File: config.mk
export PLATFORM = sky130hd
export DESIGN_NAME = ledsw_port
export DESIGN_NICKNAME = d
export VERILOG_FILES = /design/src/rtl/ledsw_port.sv
export SDC_FILE = /design/constraint.sdc
export NUM_CORES = 1
export LEC_CHECK = 0
export ABC_AREA = 1
export BUFFER_PORTS_ARGS = -buffer_cell sky130_fd_sc_hd__buf_4
export CELL_PAD_IN_SITES_DETAIL_PLACEMENT = 0
export CELL_PAD_IN_SITES_GLOBAL_PLACEMENT = 1
export CORE_UTILIZATION = 42
export CTS_CLUSTER_SIZE = 16
export DETAILED_ROUTE_END_ITERATION = 8
export GPL_ROUTABILITY_DRIVEN = 1
export GPL_TIMING_DRIVEN = 0
export PLACE_DENSITY = 0.86
export SLEW_MARGIN = 30
export SYNTH_ARGS = -nofsm -noshare
export SYNTH_HDL_FRONTEND = slang
export SYNTH_SLANG_ARGS = --single-unit
File: constraint.sdc
create_clock -name clk -period 1.2 [get_ports clk]
set_input_delay 0.12 -clock clk [delete_from_list [all_inputs] [get_ports clk]]
set_output_delay 0.12 -clock clk [all_outputs]
set_load 0.005 [all_outputs]
File: src/rtl/ledsw_port.sv
module ledsw_port #(
  parameter int ADDR_W = 4,
  parameter int N_LED  = 16,
  parameter int N_BTN  = 16,
  parameter int N_SW   = 8
) (
  input  logic              clk,
  input  logic              rst_n,
  input  logic [ADDR_W-1:0] addr,
  input  logic              wr_en,
  input  logic [7:0]        wdata,
  output logic [7:0]        rd_data,
  input  logic [N_BTN-1:0]  btn_in,
  input  logic [N_SW-1:0]   sw_in,
  output logic [N_LED-1:0]  led_n
);
  localparam int LED_BYTES = N_LED / 8;
  localparam int IN_W      = N_BTN + N_SW;

  logic [N_LED-1:0] led_q;
  logic [IN_W-1:0]  meta_q, sync_q;
  logic [N_BTN-1:0] btn_s;
  logic [N_SW-1:0]  sw_s;

  for (genvar g = 0; g < LED_BYTES; g++) begin : g_led
    always_ff @(posedge clk or negedge rst_n)
      if (!rst_n)
        led_q[g*8 +: 8] <= '0;
      else if (wr_en && addr == ADDR_W'(g))
        led_q[g*8 +: 8] <= wdata;
  end

  always_ff @(posedge clk or negedge rst_n)
    if (!rst_n) begin
      meta_q <= '0;
      sync_q <= '0;
    end else begin
      meta_q <= {sw_in, btn_in};
      sync_q <= meta_q;
    end

  assign btn_s = sync_q[N_BTN-1:0];
  assign sw_s  = sync_q[IN_W-1:N_BTN];
  assign led_n = ~led_q;

  always_comb
    case (addr)
      ADDR_W'(0): rd_data = btn_s[7:0];
      ADDR_W'(1): rd_data = btn_s[15:8];
      ADDR_W'(2): rd_data = sw_s;
      default:    rd_data = 8'h00;
    endcase
endmodule


==> flow_summary.yaml <==
synthesis:
  synth.largest_area_cell: "dfrtp_1"
  ys_top_cells_by_count: "dfrtp_1, nand2_1, nand3_1"
  ys_async_sr_fraction_pct: 100
  synth.net_count: 215
  ys_seq_elements: 64
  post_synth_instance_area_um2: 2150
  synthFlopType: "dfrtp_1"
  post-synth-top-area-fraction_pct: 74.5
  yosys_warnings: 0
  synthMostInstantiatedCell: "dfrtp_1"
  synth_edf_count: 0
  post_synth_main_area_contributors: "dfrtp_1, nand3_1, nand2_1, nand4_1, inv_1"
  avgSynthCellArea_um2: 12.2
  yosysSeqAreaShare_pct: 74.5
  yosys.cell_types.count: 11
  synthCells: 176
final_layout:
  design_area_um2: 3240
  post_route_cells_drive_above_1_share_pct: 34.0
  diodes: 0
  layout.nets: 316
  syn_to_final_growth_pct: 50.7
sta:
  tightest_slew_ns: 0.780
  rsz_0062_raised_after_global_routing: "no"
  layout_worst_path_cycle_share_pct: 96.0
  timing.final.hold_violations: 0
  final.setup_skew_ns: 0.00612
  setup_viol: 0
  finalWorstPathRequiredPeriod_ns: 1.15
  maxSlewHeadroom_pct: 48.0
  clock.fmax_mhz: 868
  max_transition_viols_final: 0
  totalNegativeSetupSlack_ns: 0
clocking:
  cts_buf_count: 9
  cts_sinks: 64
  cts-root-to-sink-buffers: 2
  insertion_delay_ns: 0.33
  cts.clk_slew.worst_paths_ns: 0.07
  clock_tree_from_tritoncts: "built"
  cts.htree.levels: 3
  cts.root.buffer_cell: "clkbuf_8"
run:
  maxCapViolations: 0
setup_path:
  cp_data_arrival_time_ns: 1.03
  worstSetupStartpointType: "flip-flop"
  worst-setup-path-type: "reg -> out"
  timing.critical_path.required_ns: 1.08
  crit_fanout: 1
  critical_path.endpoint_type: "output pin"
route:
  drtIter0Drc: 79
  routed_wire_length_per_instance_um: 13.6
  avgViaCountPerCell: 4.62
  detail_route.first_pass.iterations: 4
  wirelength_um: 4750
  final_antenna_net_count: 0
  overall_via_count_from_detail_route: 1611
  drcViolationCount: 0
die:
  starting_utilization_of_the_core_area_pct: 44.6
  fp.coreArea_um2: 4820
  io_pins: 63
  chipHeight_um: 73.6
  fp.dieW_um: 73.6
  design.die.area_um2: 5410
  row_count: 25
run_status:
  status: "finished, final reports clean"
global_route:
  grt_pass1_wl_um: 7400
  grt_pass1_vias: 1619
  grt_remaining_overflow: 0
  antenna_found_initial: 0
  grt_max_degree: 65
  groute.usage.overall_pct: 19.4
power_and_ir_drop:
  pwr_density_cell_nw_per_um2: 1650
  leakage_nw: 1.61
  worst_ir_drop_vdd_v: 0.00100
placement:
  place_congestion: 0.811
  place.port_buffers: 61
  hpwlAfterDp_um: 2790
  dpl_cell_area_um2: 2690
min_path:
  worstHoldPathType: "in -> reg"
==> state kept, by name (all words and copies together) (netlist names) <==
signal and flops:
sync_q 24, led_q 16, meta_q 24
==> area by class of cell <==
class	instances	area [µm²]
Clock inverter	5	103
Tap cell	67	83.8
Multi-Input combinational cell	86	440
Fill cell	382	1580
Clock buffer	11	151
Buffer	8	56.3
Sequential cell	64	1600
Inverter	18	67.6
Timing Repair Buffer	90	738
==> through the flow <==
step	total power [mW]	utilization, %	setup WS, ns	instances	hold slack, ns
after detailed placement	3.05	55.9	-0.0355	304	0.231
after floorplan	2.66	-	0.378	176	-0.176
after CTS	5.38	66.5	0.00704	345	0.0392
after global placement	3.03	55.9	-0.000604	304	0.229
final	5.35	67.3	0.0480	349	0.0581
after global routing	5.59	67.3	0.00974	349	0.0628
==> metal layers <==
layer | routed length (µm) | GRT usage (%)
met5 | 0 | 0
met1 | 1920 | 22.3
met4 | 77 | 9.40
met2 | 2420 | 32.6
met3 | 332 | 6.58
==> path summary, 6_finish.rpt <==
kind                                   end  depth (start not counted)  slack, ns       from
max in group asynchronous       sync_q[13]                          2       0.27      rst_n
worst max register to register    led_q[1]                          2       0.59   led_q[1]
worst max-delay path            rd_data[4]                          3       0.05  sync_q[4]
worst min register to register   sync_q[9]                          0       0.34  meta_q[9]
min in group asynchronous         led_q[7]                          2       0.42      rst_n
worst min-delay path             led_q[15]                          3       0.06   wdata[7]
==> critical path: stages, from the launching register on <==
cell     delay [ns]
dfrtp_1        0.37
nand3_1        0.09
nand3_1        0.09
buf_4          0.15
==> where the power goes <==
group          internal, mW  leakage [nW]  switching [mW]  total, mW
sequential             2.35         0.763          0.0801       2.43
clock                  1.49         0.126           0.778       2.27
combinational         0.366         0.721           0.290      0.656
==> cell usage in the layout, fill, tap and decap left out <==
cell and n:
nor2_4 3, inv_1 17, nand4_1 16, buf_2 3
inv_2 1, buf_6 1, dlygate4sd3_1 25, clkbuf_8 11
nand3_2 2, clkbuf_4 1, clkinvlp_4 1, bufinv_16 3
nand2_1 32, clkinv_2 1, nor2_2 1, nand3_1 32
buf_4 68, dfrtp_1 64
==> cells by family after synthesis <==
family,Yosys count,synth area share [%]
buffers and inverters,26,5.29
flip-flops,64,74.5
AND/OR/NAND/NOR,86,20.2
==> repair_timing <==
item / in CTS / in global routing
buffers inserted: 0 / 4
gates resized for setup: 3 / 2
hold buffers: 25 / 0
endpoints found under the setup margin: 7 / 8
endpoints found under the hold margin: 88 / 0
pin swaps: 0 / 1
No activity file was read; power rests on OpenSTA's default activity.
